## src/rtl/exc_trace_pkg.sv

```systemverilog
package exc_trace_pkg;
  typedef enum logic [2:0] {
    PK_ATOM  = 3'd0,
    PK_WPT   = 3'd1,
    PK_EXC   = 3'd2,
    PK_BR    = 3'd3,
    PK_ISYNC = 3'd4
  } pkt_kind_e;
endpackage

```

## src/rtl/trace_exec_track.sv

```systemverilog
module trace_exec_track #(
  parameter int AW = 32
) (
  input  logic          clk_i,
  input  logic          rst_ni,
  input  logic          trace_en_i,
  input  logic          ret_i,
  input  logic [AW-1:0] ret_addr_i,
  input  logic          ret_wpt_i,
  input  logic          exc_i,
  input  logic [AW-1:0] exc_vec_i,
  input  logic          any_ev_i,
  output logic [AW-1:0] last_addr_o,
  output logic          last_wpt_o,
  output logic          ret_since_o,
  output logic [AW-1:0] last_vec_o,
  output logic          vec_valid_o,
  output logic          sync_pend_o
);
  always_ff @(posedge clk_i or negedge rst_ni) begin
    if (!rst_ni) begin
      last_addr_o <= '0;
      last_wpt_o  <= 1'b0;
      ret_since_o <= 1'b0;
      last_vec_o  <= '0;
      vec_valid_o <= 1'b0;
      sync_pend_o <= 1'b0;
    end else begin
      if (ret_i) begin
        last_addr_o <= ret_addr_i;
        last_wpt_o  <= ret_wpt_i;
      end
      // exception clears the flag even if a retire lands in the same cycle
      if (exc_i) begin
        ret_since_o <= 1'b0;
        last_vec_o  <= exc_vec_i;
        vec_valid_o <= 1'b1;
      end else if (ret_i) begin
        ret_since_o <= 1'b1;
      end
      if (!trace_en_i)    sync_pend_o <= 1'b1;
      else if (any_ev_i)  sync_pend_o <= 1'b0;
    end
  end
endmodule

```

## src/rtl/trace_atom_acc.sv

```systemverilog
module trace_atom_acc #(
  parameter int AMAX = 5,
  parameter int CW   = 3
) (
  input  logic            clk_i,
  input  logic            rst_ni,
  input  logic            clr_i,
  input  logic            push_i,
  input  logic            bit_i,
  input  logic            flush_i,
  output logic [CW-1:0]   nxt_cnt_o,
  output logic [AMAX-1:0] nxt_bits_o
);
  logic [CW-1:0]   cnt_q;
  logic [AMAX-1:0] bits_q;

  always_comb begin
    nxt_bits_o = bits_q;
    for (int i = 0; i < AMAX; i++) begin
      if (push_i && cnt_q == CW'(i)) nxt_bits_o[i] = bit_i;
    end
    nxt_cnt_o = cnt_q + CW'(push_i);
  end

  always_ff @(posedge clk_i or negedge rst_ni) begin
    if (!rst_ni) begin
      cnt_q  <= '0;
      bits_q <= '0;
    end else if (clr_i || flush_i) begin
      cnt_q  <= '0;
      bits_q <= '0;
    end else begin
      cnt_q  <= nxt_cnt_o;
      bits_q <= nxt_bits_o;
    end
  end
endmodule

```

## src/rtl/trace_pkt_slots.sv

```systemverilog
module trace_pkt_slots #(
  parameter int NS = 3,
  parameter int W  = 8
) (
  input  logic                 clk_i,
  input  logic                 rst_ni,
  input  logic                 clr_i,
  input  logic                 load_i,
  input  logic [NS-1:0]        load_vld_i,
  input  logic [NS-1:0][W-1:0] load_rec_i,
  input  logic                 pop_i,
  output logic                 busy_o,
  output logic                 head_vld_o,
  output logic [W-1:0]         head_rec_o
);
  logic [NS-1:0]        vld_q;
  logic [NS-1:0][W-1:0] rec_q;
  logic [NS-1:0]        head_oh;

  // lowest occupied slot leads; slot order is record order
  always_comb begin
    logic found;
    found      = 1'b0;
    head_rec_o = '0;
    for (int i = 0; i < NS; i++) begin
      head_oh[i] = vld_q[i] & ~found;
      found      = found | vld_q[i];
      if (head_oh[i]) head_rec_o = head_rec_o | rec_q[i];
    end
  end

  assign busy_o     = |vld_q;
  assign head_vld_o = |vld_q;

  for (genvar g = 0; g < NS; g++) begin : g_slot
    always_ff @(posedge clk_i or negedge rst_ni) begin
      if (!rst_ni) begin
        vld_q[g] <= 1'b0;
        rec_q[g] <= '0;
      end else if (clr_i) begin
        vld_q[g] <= 1'b0;
      end else if (load_i) begin
        vld_q[g] <= load_vld_i[g];
        rec_q[g] <= load_rec_i[g];
      end else if (pop_i && head_oh[g]) begin
        vld_q[g] <= 1'b0;
      end
    end
  end
endmodule

```

## src/rtl/exc_trace_seq.sv

```systemverilog
module exc_trace_seq #(
  parameter int          AW      = 32,
  parameter int          AMAX    = 5,
  parameter logic [31:0] IRQ_VEC = 32'h0000_0018,
  parameter logic [31:0] FIQ_VEC = 32'h0000_001C,
  localparam int         CW      = $clog2(AMAX + 1)
) (
  input  logic            clk_i,
  input  logic            rst_ni,
  input  logic            trace_en_i,
  output logic            in_ready_o,
  input  logic            retire_valid_i,
  input  logic [AW-1:0]   retire_addr_i,
  input  logic            retire_wpt_i,
  input  logic            retire_taken_i,
  input  logic            branch_valid_i,
  input  logic [AW-1:0]   branch_dest_i,
  input  logic            exc_valid_i,
  input  logic            exc_type_i,
  output logic            pkt_valid_o,
  input  logic            pkt_ready_i,
  output logic [2:0]      pkt_kind_o,
  output logic [AW-1:0]   pkt_addr_o,
  output logic            pkt_exc_o,
  output logic [AMAX-1:0] pkt_atoms_o,
  output logic [CW-1:0]   pkt_cnt_o
);
  import exc_trace_pkg::*;

  localparam int NS    = 3;
  localparam int REC_W = 3 + AW + 1 + AMAX + CW;

  logic            busy, head_vld;
  logic [REC_W-1:0] head_rec;
  logic            ev_ret, ev_exc, ev_br, any_ev;
  logic [AW-1:0]   exc_vec;
  logic [AW-1:0]   last_addr, last_vec;
  logic            last_wpt, ret_since, vec_valid, sync_pend;
  logic            eff_since, eff_wpt;
  logic [AW-1:0]   eff_addr;
  logic            promote, do_sync, addr_pkt, flush_now, push_atom;
  logic [CW-1:0]   nxt_cnt;
  logic [AMAX-1:0] nxt_bits;
  logic            load;
  logic [NS-1:0]            load_vld;
  logic [NS-1:0][REC_W-1:0] load_rec;

  assign in_ready_o = ~busy;
  assign ev_ret     = retire_valid_i & in_ready_o;
  assign ev_exc     = exc_valid_i & in_ready_o;
  assign ev_br      = branch_valid_i & in_ready_o & ~exc_valid_i;
  assign any_ev     = ev_ret | ev_exc | ev_br;
  assign exc_vec    = exc_type_i ? FIQ_VEC[AW-1:0] : IRQ_VEC[AW-1:0];

  trace_exec_track #(.AW(AW)) u_track (
    .clk_i       (clk_i),
    .rst_ni      (rst_ni),
    .trace_en_i  (trace_en_i),
    .ret_i       (ev_ret),
    .ret_addr_i  (retire_addr_i),
    .ret_wpt_i   (retire_wpt_i),
    .exc_i       (ev_exc),
    .exc_vec_i   (exc_vec),
    .any_ev_i    (any_ev),
    .last_addr_o (last_addr),
    .last_wpt_o  (last_wpt),
    .ret_since_o (ret_since),
    .last_vec_o  (last_vec),
    .vec_valid_o (vec_valid),
    .sync_pend_o (sync_pend)
  );

  // a same-cycle retire is seen before the exception
  assign eff_since = ret_since | ev_ret;
  assign eff_wpt   = ev_ret ? retire_wpt_i : last_wpt;
  assign eff_addr  = ev_ret ? retire_addr_i : last_addr;

  assign push_atom = trace_en_i & ev_ret & retire_wpt_i;
  assign addr_pkt  = ev_exc | ev_br;
  assign promote   = ev_exc & eff_since & ~eff_wpt;
  assign do_sync   = ev_exc & ~eff_since & vec_valid & sync_pend;
  assign flush_now = trace_en_i & ((nxt_cnt == CW'(AMAX)) | (addr_pkt & (nxt_cnt != '0)));

  trace_atom_acc #(.AMAX(AMAX), .CW(CW)) u_atoms (
    .clk_i      (clk_i),
    .rst_ni     (rst_ni),
    .clr_i      (~trace_en_i),
    .push_i     (push_atom),
    .bit_i      (retire_taken_i),
    .flush_i    (flush_now),
    .nxt_cnt_o  (nxt_cnt),
    .nxt_bits_o (nxt_bits)
  );

  always_comb begin
    load_vld    = '0;
    load_rec    = '0;
    load_vld[0] = flush_now;
    load_rec[0] = {PK_ATOM, {AW{1'b0}}, 1'b0, nxt_bits, nxt_cnt};
    if (promote) begin
      load_vld[1] = 1'b1;
      load_rec[1] = {PK_WPT, eff_addr, 1'b0, {AMAX{1'b0}}, {CW{1'b0}}};
    end else if (do_sync) begin
      load_vld[1] = 1'b1;
      load_rec[1] = {PK_ISYNC, last_vec, 1'b0, {AMAX{1'b0}}, {CW{1'b0}}};
    end
    if (ev_exc) begin
      load_vld[2] = 1'b1;
      load_rec[2] = {PK_EXC, exc_vec, exc_type_i, {AMAX{1'b0}}, {CW{1'b0}}};
    end else if (ev_br) begin
      load_vld[2] = 1'b1;
      load_rec[2] = {PK_BR, branch_dest_i, 1'b0, {AMAX{1'b0}}, {CW{1'b0}}};
    end
  end

  assign load = trace_en_i & any_ev;

  trace_pkt_slots #(.NS(NS), .W(REC_W)) u_slots (
    .clk_i      (clk_i),
    .rst_ni     (rst_ni),
    .clr_i      (~trace_en_i),
    .load_i     (load),
    .load_vld_i (load_vld),
    .load_rec_i (load_rec),
    .pop_i      (pkt_valid_o & pkt_ready_i),
    .busy_o     (busy),
    .head_vld_o (head_vld),
    .head_rec_o (head_rec)
  );

  assign pkt_valid_o = head_vld & trace_en_i;
  assign {pkt_kind_o, pkt_addr_o, pkt_exc_o, pkt_atoms_o, pkt_cnt_o} = head_rec;
endmodule

```

## config.mk

```make
export PLATFORM = sky130hd
export DESIGN_NAME = exc_trace_seq
export DESIGN_NICKNAME = d
export VERILOG_FILES = /design/src/rtl/exc_trace_pkg.sv /design/src/rtl/trace_exec_track.sv /design/src/rtl/trace_atom_acc.sv /design/src/rtl/trace_pkt_slots.sv /design/src/rtl/exc_trace_seq.sv
export SDC_FILE = /design/constraint.sdc
export NUM_CORES = 1
export LEC_CHECK = 0
export BUFFER_PORTS_ARGS = -buffer_cell sky130_fd_sc_hd__buf_2
export CAP_MARGIN = 15
export CORE_ASPECT_RATIO = 1.25
export CORE_MARGIN = 4
export CORE_UTILIZATION = 50
export DETAILED_ROUTE_END_ITERATION = 10
export GPL_TIMING_DRIVEN = 0
export PLACE_DENSITY = 0.71
export REMOVE_ABC_BUFFERS = 1
export SETUP_SLACK_MARGIN = 0.15
export SLEW_MARGIN = 20
export SYNTH_ARGS = -nofsm -noshare
export SYNTH_HDL_FRONTEND = slang
export SYNTH_HIERARCHICAL = 1
export SYNTH_SLANG_ARGS = --single-unit
```

## constraint.sdc

```tcl
create_clock -name clk_i -period 3.26 [get_ports clk_i]
set_input_delay 0 -clock clk_i [delete_from_list [all_inputs] [get_ports clk_i]]
set_output_delay 0 -clock clk_i [all_outputs]
set_load 0.005 [all_outputs]
```

==> results.md, run 1 <==
* Status: finished clean
* Initial antenna violation count at 0
* Gate Count Post-Synth at 768
* GRT Resource Usage Total at 20.8%
* Final hold vios at 0
* Xor/xnor share of the synthesized area at 0.0820%
* Drc violations at 0
* Diode count at 0
* Simple-Gate Fraction of Synth Area at 6.43%
* Share of cells above drive strength 1 at 39.5%
* Avg WL per Cell at 18.8 um
* First-pass GRT wire length at 40.5 mm
* IO buf count at 119
* Final WL at 25.5 mm
* Compound-Gate Fraction of Synth Area at 8.43%
* Worst-path fanout max at 28
* Sequential power share at 45.1%
* Vias at 7103
* Clock skew after layout at 0.00858 ns
* Max-cap violations at 0
* Ys flop type: dfrtp_1
* Critical Path Source: u_slots/head_oh[0]
* Rows at 59
* Mux cell area share after synthesis at 29.8%
* Placed Cells at 1208
* #FFs+latches synth at 211
* Combinational family with the most area after synthesis: multiplexers
* YS warnings at 6
* Startpoint types: register
* Pwr Density at 563 nW/um^2
* Slew headroom at 49.0%
* Switching share of power at 26.5%
* Pre-CTS WS at -1.69 ns
* Area growth, synth to finish at 27.5%
* R2R Path End: u_atoms/bits_q[4]
* Worst Hold Endpoint: u_track/sync_pend_o
* Hold Path Depth at 4
* Clk buf depth at 3
* RSZ-0062 raised after global routing: no
* Peak supply drop at 0.462 mV
* Detail Placement HPWL at 14.7 mm
* Fin worst setup slack at 0.228 ns
* Post-synth cell types at 44
* Final setup vio count at 0
* Largest net degree at the start of global routing at 93
* Vias in the first global route at 7615
* Worst EP arrival at 3.46 ns
* Cell Area, Synth at 10700 um^2
* Reg-to-reg slack, setup at 0.23 ns
* Ys async rst share at 100%
* Clock share of power at 31.8%
* Num CTS Buffers at 23
* Initial DRC Count at 294
* H-tree Lvls at 1
* Area of the die at 23800 um^2
* Worst Hold Launch: branch_valid_i
* Vias per inst at 5.24
* ANT nets after route at 0
* R2r startpoint: u_slots/head_oh[0]
* Detailed Routing Iterations Pass 1 at 4
* Lkg Pwr at 6.47 nW
* Final Critical Period at 3.03 ns
* Setup CP Type: reg -> reg
* Reg clk slew, reported paths at 0.06 ns
* Core footprint at 20900 um^2
* Crit end category: register
* Most frequent cells in the layout: 209 x dfrtp_1, 139 x mux2_4, 118 x buf_2
* Min-Delay Path Class: in -> reg
* Fin cells at 1356
* Post-Synth Adder-Cell Area at 0.234%
* Internal at 0.00563 W
* Total grt overflow at 0
* Period utilization at 93.0%
* # nets final at 1142
* Sequential area share after synthesis at 49.5%
* Max-slew violations at 0
* Combinational share of power at 23.1%
* Post-synth EDFFs at 0
* Most common cell after layout, fill and taps aside: dfrtp_1
* Initial Util at 51.1%
* Worst EP required at 3.68 ns
* TritonCTS clock tree: built
* Sw power at 0.00203 W
* Routability cong. at 0.702
* Syn_area_per_cell at 13.9 um^2
* Final Util at 65.2%
* FMAX at 330 MHz
* Worst Tran Pin Value at 0.759 ns
* CTS sink cnt at 211
* R2R cell count at 12
* Root Driver: clkbuf_16
* Die Span X at 139 um
* Clk_lat worst skew at 0.50 ns
* I/O Pins at 120
* Chip Height at 171 um
power groups by stage:
stage	sequential [W]	combinational, W	clock (W)
final	0.00346	0.00177	0.00243
after global routing	0.00352	0.00191	0.00262
after CTS	0.00345	0.00175	0.00250
after detailed placement	0.00349	0.00160	0
after global placement	0.00348	0.00150	0
after floorplan	0.00340	0.00117	0
cells in the mapped netlist (all sizes together), types with 4 or more instances:
cell type | count | share of area [%]
a21oi | 4 | 0.19
nor3b | 5 | 0.35
o21ai | 48 | 2.3
buf | 42 | 4.8
nor2b | 4 | 0.30
mux2i | 38 | 3.6
nor2 | 7 | 0.25
inv | 7 | 0.25
nand2 | 48 | 1.7
a22oi | 44 | 3.1
dfrtp | 211 | 49
or3b | 6 | 0.52
o2bb2ai | 32 | 2.6
mux2 | 202 | 26
and2 | 31 | 1.8
clkbuf | 15 | 0.53
routing by layer:
| layer | up-vias | GRT usage, % | wire [um] |
|---|---|---|---|
| met3 | 38 | 2.84 | 979 |
| met4 | 0 | 5.66 | 629 |
| met5 | - | 0 | 0 |
| met2 | 148 | 37.3 | 12800 |
| li1 | 3277 | - | - |
| met1 | 3640 | 26.7 | 11100 |
layout make-up:
cell class,count,area (um^2)
Timing Repair inverter,1,8.76
Tap cell,274,343
Clock buffer,36,674
Clock inverter,5,28.8
Inverter,7,45.0
Multi-Input combinational cell,578,5210
Sequential cell,211,5290
Timing Repair Buffer,244,2020
Fill cell,1534,7280
timing repair:
item,4_1_cts,5_1_grt
gates resized for setup,15,3
gates cloned,2,2
hold endpoints to repair,246,0
hold buffers,73,0
pin swaps,3,4
buffers inserted,19,11
setup endpoints to repair,175,78
per-stage QoR:
step | hold slack (ns) | total power (W) | setup TNS, ns | cell area [um^2]
finish | 0.0318 | 0.00766 | 0 | 13600
global route | 0.0602 | 0.00805 | 0 | 13600
CTS | 0.0224 | 0.00770 | 0 | 13500
detailed placement | -0.0600 | 0.00509 | -105.09 | 11800
global placement | 0.246 | 0.00498 | -1284.44 | 11400
floorplan | -0.296 | 0.00457 | -418.26 | 10400
flip-flops by register name (all words and copies together) (netlist names):
name and cells:
u_slots/vld_q 2, u_track/last_wpt_o 1, u_track/last_addr_o 32, u_track/sync_pend_o 1
u_track/ret_since_o 1, u_atoms/cnt_q 3, u_slots/head_oh 1, u_atoms/bits_q 5
u_track/last_vec_o 32, u_slots/rec_q 132, u_track/vec_valid_o 1
worst max path at each step:
| stage | endpoint | cells after the start |
|---|---|---|
| after CTS | u_atoms/bits_q[0] | 12 |
| final | u_atoms/bits_q[4] | 12 |
| after global placement | u_slots/rec_q[97] | 5 |
| after floorplan | u_slots/rec_q[100] | 5 |
| after detailed placement | u_atoms/bits_q[0] | 12 |
| after global routing | u_atoms/bits_q[3] | 12 |
kinds of logic (layout without fill, tap and decap cells):
family,after synthesis,count (layout)
AND/OR/NAND/NOR,117,118
adder cells (fa/ha/maj),2,2
multiplexers,240,240
AO/OA/AOI/OAI,131,131
buffers and inverters,64,293
other,2,86
flip-flops,211,211
XOR/XNOR,1,1
worst max-delay path, stage by stage (launching register included):
cell and delay, ns:
dfrtp_4 0.50, buf_16 0.19, or3_4 0.38, nand2b_4 0.22
inv_16 0.08, and3_4 0.22, ha_4 0.22, nor2b_1 0.12
o21ai_1 0.16, a21oi_2 0.09, buf_4 0.18, or3b_4 0.41
mux2i_1 0.16
(Power assumes the default switching activity.)
==> inputs of run 2 (changes only) <==
--- a/config.mk
+++ b/config.mk
@@ -7,11 +7,12 @@
 export LEC_CHECK = 0
 export BUFFER_PORTS_ARGS = -buffer_cell sky130_fd_sc_hd__buf_2
 export CAP_MARGIN = 15
-export CORE_ASPECT_RATIO = 1.25
+export CORE_ASPECT_RATIO = 0.7
 export CORE_MARGIN = 4
 export CORE_UTILIZATION = 50
 export DETAILED_ROUTE_END_ITERATION = 10
 export GPL_TIMING_DRIVEN = 0
+export MAX_ROUTING_LAYER = met4
 export PLACE_DENSITY = 0.71
 export REMOVE_ABC_BUFFERS = 1
 export SETUP_SLACK_MARGIN = 0.15
==> constraint.sdc (replaced) <==
create_clock -name clk_i -period 3.26 [get_ports clk_i]
set_input_delay 0.652 -clock clk_i [delete_from_list [all_inputs] [get_ports clk_i]]
set_output_delay 0.652 -clock clk_i [all_outputs]
set_load 0.005 [all_outputs]
==> run 2 against run 1 <==
Count of clock-buffer cells in the layout down 5. Critical path depth increased by 1. Die area about the same. First-iteration DRC count up 7.5%. Hold slack gained 0.37 ns. Clock skew grew 0.0016 ns. Routed wire length down 3.8%. Setup slack improved by 0.0025 ns. Sequential power is essentially flat. Global-route usage increased by 0.45 points. Fmax barely moved. Sequential share of layout area up 1.8 points.
==> results.md, run 2 (same netlist as run 1, synthesis figures left out) <==
* Initial antenna violation count at 4 (+4)
* Pwr Density at 598 nW/um^2 (+6.2%)
* Setup CP Type: reg -> reg
* Vias at 6757 (-4.9%)
* First-pass GRT wire length at 38.9 mm (-3.8%)
* Period utilization at 92.9% (about the same)
* CTS sink cnt at 211 (unchanged)
* Area of the die at 23800 um^2 (about the same)
* Vias in the first global route at 6965 (-8.5%)
* Final WL at 24.5 mm (-3.8%)
* Detail Placement HPWL at 14.7 mm (about the same)
* Final hold vios at 0 (unchanged)
* Initial DRC Count at 316 (+7.5%)
* Hold Path Depth at 2 (-2)
* Initial Util at 51.2% (+0.064 points)
* Worst EP arrival at 3.44 ns (-0.02 ns)
* Num CTS Buffers at 22 (-4.3%)
* Reg clk slew, reported paths at 0.06 ns (about the same)
* Slew headroom at 47.5% (-1.6 points)
* Worst-path fanout max at 6 (-79%)
* Area growth, synth to finish at 21.8%
* # nets final at 1066 (-6.7%)
* Total Power at 0.00777 W (+1.4%)
* DP Area at 11800 um^2 (+0.33%)
* Fin worst setup slack at 0.230 ns (+0.00245 ns)
* Startpoint types: register
* Status: finished clean
* TritonCTS clock tree: built
* Avg WL per Cell at 19.1 um (+1.6%)
* Die Span X at 183 um (+32%)
* Max-cap violations at 0 (unchanged)
* Lkg Pwr at 6.20 nW (-4.2%)
* Fillcell total at 1645 (+7.2%)
* FMAX at 330 MHz (about the same)
* Peak supply drop at 0.396 mV (-14%)
* Largest reg by FF count: u_slots/rec_q
* Root Driver: clkbuf_16
* Max reg flops at 132 (unchanged)
* Most frequent cells in the layout: 209 x dfrtp_1, 139 x mux2_4, 118 x buf_2
* Final setup vio count at 0 (unchanged)
* I/O Pins at 120 (unchanged)
* Core footprint at 20900 um^2 (-0.13%)
* Worst EP required at 3.67 ns (about the same)
* Chip Height at 130 um (-24%)
* Detailed Routing Iterations Pass 1 at 4 (unchanged)
* Largest regs: u_slots/rec_q x132, u_track/last_addr_o x32, u_track/last_vec_o x32
* Clock skew after layout at 0.0101 ns (+0.00156 ns)
* Most common cell after layout, fill and taps aside: dfrtp_1
* RSZ-0062 raised after global routing: no
* Final Instance Area at 13000 um^2 (-4.5%)
* Pre-CTS WS at -1.78 ns (-0.0901 ns)
* Min-Delay Path Class: in -> reg
* Worst Tran Pin Value at 0.784 ns (+0.0256 ns)
* Total grt overflow at 0 (unchanged)
* Drc violations at 0 (unchanged)
* GRT Resource Usage Total at 21.2% (+0.45 points)
* Final Critical Period at 3.03 ns (-0.00245 ns)
* Crit end category: register
* IO buf count at 119 (unchanged)
* Clk_lat worst skew at 0.49 ns (about the same)
* Clk buf depth at 3 (unchanged)
* H-tree Lvls at 1 (unchanged)
* Critical-path top delay cell: dfrtp_4
* Crit-path max cell delay at 0.49 ns (about the same)
* Rows at 44 (-25%)
* Final Util at 62.3% (-2.9 points)
* R2R cell count at 13 (+1)
* Vias per inst at 5.26 (+0.46%)
* Routability cong. at 0.732 (+4.3%)
* Worst path cell trace: buf_12, or3_4, nand2b_4, inv_12, buf_16, and3_4, ha_4, nor2b_1, o21ai_1, a21oi_2, buf_4, or3b_1, mux2i_1
* Largest net degree at the start of global routing at 98 (+5.4%)
* Share of cells above drive strength 1 at 42.4% (+2.9 points)
* ANT nets after route at 0 (unchanged)
* Max-slew violations at 0 (unchanged)
run 2: changes by cell type in the layout (fill, tap and decap cells not counted), sizes merged:
cell         change
bufbuf           +2
inv              -1
diode            +5
bufinv           +3
buf              -3
clkbuf           -7
dlygate4sd3     -72
clkinv           -2
nor2b            +1
run 2: final timing paths:
check,start,endpoint,slack [ns]
setup / recovery,u_slots/vld_q[1],u_atoms/bits_q[1],0.23
hold / removal,retire_addr_i[0],u_track/last_addr_o[0],0.40
hold reg to reg,u_track/vec_valid_o,u_track/vec_valid_o,0.47
max in group asynchronous,rst_ni,u_slots/head_oh[0],1.86
min in group asynchronous,rst_ni,u_slots/rec_q[28],0.62
setup reg to reg,u_slots/vld_q[1],u_atoms/bits_q[1],0.23
run 2: metrics by stage:
stage | cells | TNS, ns | hold slack (ns)
finish | 1284 | 0 | 0.402
detailed placement | 1211 | -164.61 | 0.452
global placement | 1190 | -1413.84 | 0.461
CTS | 1272 | 0 | 0.382
global route | 1283 | 0 | 0.392
floorplan | 795 | -425.66 | 0.356
run 2: metal layers:
layer	vias up	GRT usage (%)	share of wire (%)
met3	28	3.73	5.0
li1	3152	-	-
met2	156	32.7	45
met4	0	3.88	1.6
met1	3421	30.1	49
met5	-	-	0
run 2: what timing repair did:
item	CTS	global route
hold buffers	1	0
pin swaps	5	3
endpoints found under the setup margin	182	24
gates cloned	4	0
setup buffers	19	7
resized for setup	18	3
endpoints found under the hold margin	4	0
run 2: final cells by class:
type / instances / area [um^2] / area share, %
clock inverter: 6 / 109 / 0.837
sequential: 211 / 5290 / 40.7
inverter: 7 / 41.3 / 0.318
tap: 276 / 345 / 2.66
timing repair buffer: 169 / 1350 / 10.3
antenna: 5 / 12.5 / 0.0963
clock buffer: 31 / 636 / 4.89
multi-input combinational: 579 / 5220 / 40.2
run 2: power by group:
group	internal (W)	total, W	switching [W]
Sequential	0.00315	0.00345	0.000305
Combinational	0.00103	0.00172	0.000695
Clock	0.00159	0.00259	0.000999
run 2: critical path: cells and delay by family, from the launching register on:
| family | cells | cell delay, ns |
|---|---|---|
| AND/OR/NAND/NOR | 5 | 1.27 |
| AO/OA/AOI/OAI | 2 | 0.30 |
| adder cells (fa/ha/maj) | 1 | 0.22 |
| multiplexers | 1 | 0.14 |
| buffers and inverters | 4 | 0.53 |
| flip-flops | 1 | 0.49 |
==> inputs of run 3 (changes only) <==
--- a/config.mk
+++ b/config.mk
@@ -10,6 +10,7 @@
 export CORE_ASPECT_RATIO = 0.7
 export CORE_MARGIN = 4
 export CORE_UTILIZATION = 50
+export CTS_BUF_LIST = sky130_fd_sc_hd__clkbuf_4 sky130_fd_sc_hd__clkbuf_8
 export DETAILED_ROUTE_END_ITERATION = 10
 export GPL_TIMING_DRIVEN = 0
 export MAX_ROUTING_LAYER = met4
==> run 3 against run 2 <==
Via count grew 1.4%. Largest power group unchanged. Critical path type is now reg -> out. Combinational power about the same. Clock skew increased by 0.0087 ns. Largest cell class unchanged. First-iteration DRC count up 12%.
==> results.md, run 3 (same netlist as run 1, synthesis figures left out) <==
* Crit end category: output pin
* Clk_lat worst skew at 0.50 ns (about the same)
* Drc violations at 0 (unchanged)
* Final Critical Period at 3.04 ns (+0.0113 ns)
* Internal at 0.00564 W (-2.2%)
* Vias at 6849 (+1.4%)
* Sw power at 0.00203 W (+1.4%)
* GRT Resource Usage Total at 21.7% (+0.49 points)
* CTS sink cnt at 211 (unchanged)
* FMAX at 329 MHz (-0.37%)
* Startpoint types: register
* Final hold vios at 0 (unchanged)
* RSZ-0062 raised after global routing: no
* Num CTS Buffers at 35 (+59%)
* Worst EP arrival at 2.39 ns (-1.05 ns)
* Max-cap violations at 0 (unchanged)
* Initial Util at 51.2% (unchanged)
* GR Layer Usage met1 at 30.4% (+0.30 points)
* Worst Tran Pin Value at 0.782 ns (-0.00209 ns)
* Max-slew violations at 0 (unchanged)
* Final setup vio count at 0 (unchanged)
* Switching share of power at 26.4% (+0.71 points)
* Clock skew after layout at 0.0188 ns (+0.00868 ns)
* Detail Placement HPWL at 14.7 mm (unchanged)
* Root Driver: clkbuf_8
* Area growth, synth to finish at 21.5%
* GRT met2 Usage at 33.1% (+0.39 points)
* Final WL at 24.9 mm (+1.4%)
* Period utilization at 93.3% (+0.35 points)
* I/O Pins at 120 (unchanged)
* Avg WL per Cell at 19.1 um (about the same)
* Total Power at 0.00767 W (-1.3%)
* Peak supply drop at 0.341 mV (-14%)
* ANT nets after route at 0 (unchanged)
* Routability cong. at 0.732 (unchanged)
* Fin worst setup slack at 0.219 ns (-0.0113 ns)
* H-tree Lvls at 2 (+1)
* Max reg flops at 132 (unchanged)
* # nets final at 1077 (+1.0%)
* First-pass GRT wire length at 39.6 mm (+1.8%)
* Final Util at 62.2% (-0.11 points)
* Sequential power share at 45.1% (+0.7 points)
* Final Instance Area at 13000 um^2 (-0.17%)
* Area of the die at 23800 um^2 (unchanged)
* Total Neg Setup Slack at 0 ns (unchanged)
* Reg-to-reg slack, setup at 0.26 ns (+0.03 ns)
* Largest regs: u_slots/rec_q x132, u_track/last_addr_o x32, u_track/last_vec_o x32
* Pre-CTS WS at -1.78 ns (unchanged)
* Largest net degree at the start of global routing at 98 (unchanged)
* Status: finished clean
* Vias in the first global route at 7174 (+3.0%)
* Core footprint at 20900 um^2 (unchanged)
* Most used routing layer: met2
* Initial antenna violation count at 4 (unchanged)
* Most common cell after layout, fill and taps aside: dfrtp_1
* Reg clk slew, reported paths at 0.06 ns (about the same)
* Detailed Routing Iterations Pass 1 at 5 (+1)
* Setup CP Type: reg -> out
* Largest reg by FF count: u_slots/rec_q
* Met3 Usage GRT at 4.32% (+0.59 points)
* Initial DRC Count at 353 (+12%)
* Chip Height at 130 um (unchanged)
* Worst EP required at 2.61 ns (-1.06 ns)
* Share of cells above drive strength 1 at 43.9% (+1.6 points)
* IO buf count at 119 (unchanged)
* Most frequent cells in the layout: 209 x dfrtp_1, 139 x mux2_4, 118 x buf_2
* Clk buf depth at 3 (unchanged)
* Slew headroom at 47.4% (about the same)
* Min-Delay Path Class: in -> reg
* Pwr Density at 591 nW/um^2 (-1.1%)
* Vias per inst at 5.26 (about the same)
* Lkg Pwr at 6.21 nW (+0.26%)
* Clock share of power at 32.5% (-0.9 points)
* Combinational share of power at 22.4% (+0.2 points)
* Total grt overflow at 0 (unchanged)
* Rows at 44 (unchanged)
* Die Span X at 183 um (unchanged)
* DP Area at 11800 um^2 (unchanged)
* TritonCTS clock tree: built
* Worst-path fanout max at 21 (+15)
[run 3: cell count changes in the layout (fill, tap and decap cells not counted), sizes merged]
cell / delta
buf: -2
bufinv: -1
clkbuf: +23
diode: -1
inv: -1
[run 3: worst max-delay path: stages, from the launching register on]
cell     delay [ns]
dfrtp_4        0.49
buf_12         0.14
buf_4          0.14
nor2b_4        0.16
buf_16         0.20
buf_16         0.17
a22oi_1        0.08
o21ai_0        0.32
buf_2          0.18
[run 3: routing by layer]
| metal | part of all wire, % | wire length [um] |
|---|---|---|
| met2 | 45 | 11100 |
| met1 | 48 | 12000 |
| met3 | 5.4 | 1330 |
| met4 | 1.8 | 449 |
| met5 | 0 | 0 |
[run 3: per-stage QoR]
step / hold slack, ns / std cells
finish: 0.404 / 1302
global route: 0.384 / 1302
CTS: 0.377 / 1295
detailed placement: 0.452 / 1211
global placement: 0.461 / 1190
floorplan: 0.356 / 795
[run 3: repair_timing]
| action | 4_1_cts | 5_1_grt |
|---|---|---|
| cloned | 4 | 0 |
| resized for setup | 17 | 4 |
| hold buffers | 1 | 0 |
| setup endpoints to repair | 183 | 21 |
| buffers inserted | 21 | 3 |
| hold endpoints to repair | 2 | 0 |
| pin swaps | 5 | 3 |
[run 3: area by class of cell]
type / count / area, um^2
Clock inverter: 4 / 70.1
Clock buffer: 54 / 674
Tap cell: 276 / 345
Inverter: 7 / 43.8
Antenna cell: 4 / 10.0
Sequential cell: 211 / 5290
Timing Repair Buffer: 167 / 1320
Fill cell: 1660 / 7890
Multi-Input combinational cell: 579 / 5220
[run 3: final timing paths]
path                                          start                       to  depth (start not counted)
worst max-delay path               u_slots/vld_q[1]           pkt_addr_o[17]                          8
worst min-delay path               retire_addr_i[0]   u_track/last_addr_o[0]                          2
worst max register to register     u_slots/vld_q[1]        u_atoms/bits_q[1]                         13
worst min register to register  u_track/vec_valid_o      u_track/vec_valid_o                          1
max in group asynchronous                    rst_ni       u_slots/head_oh[0]                          3
min in group asynchronous                    rst_ni  u_track/last_addr_o[20]                          2
[run 3: power groups by stage]
stage	Clock, W	Combinational [W]	Sequential, W
floorplan	0	0.00117	0.00340
global placement	0	0.00150	0.00349
detailed placement	0	0.00161	0.00350
CTS	0.00256	0.00172	0.00345
global route	0.00270	0.00185	0.00352
finish	0.00249	0.00172	0.00346
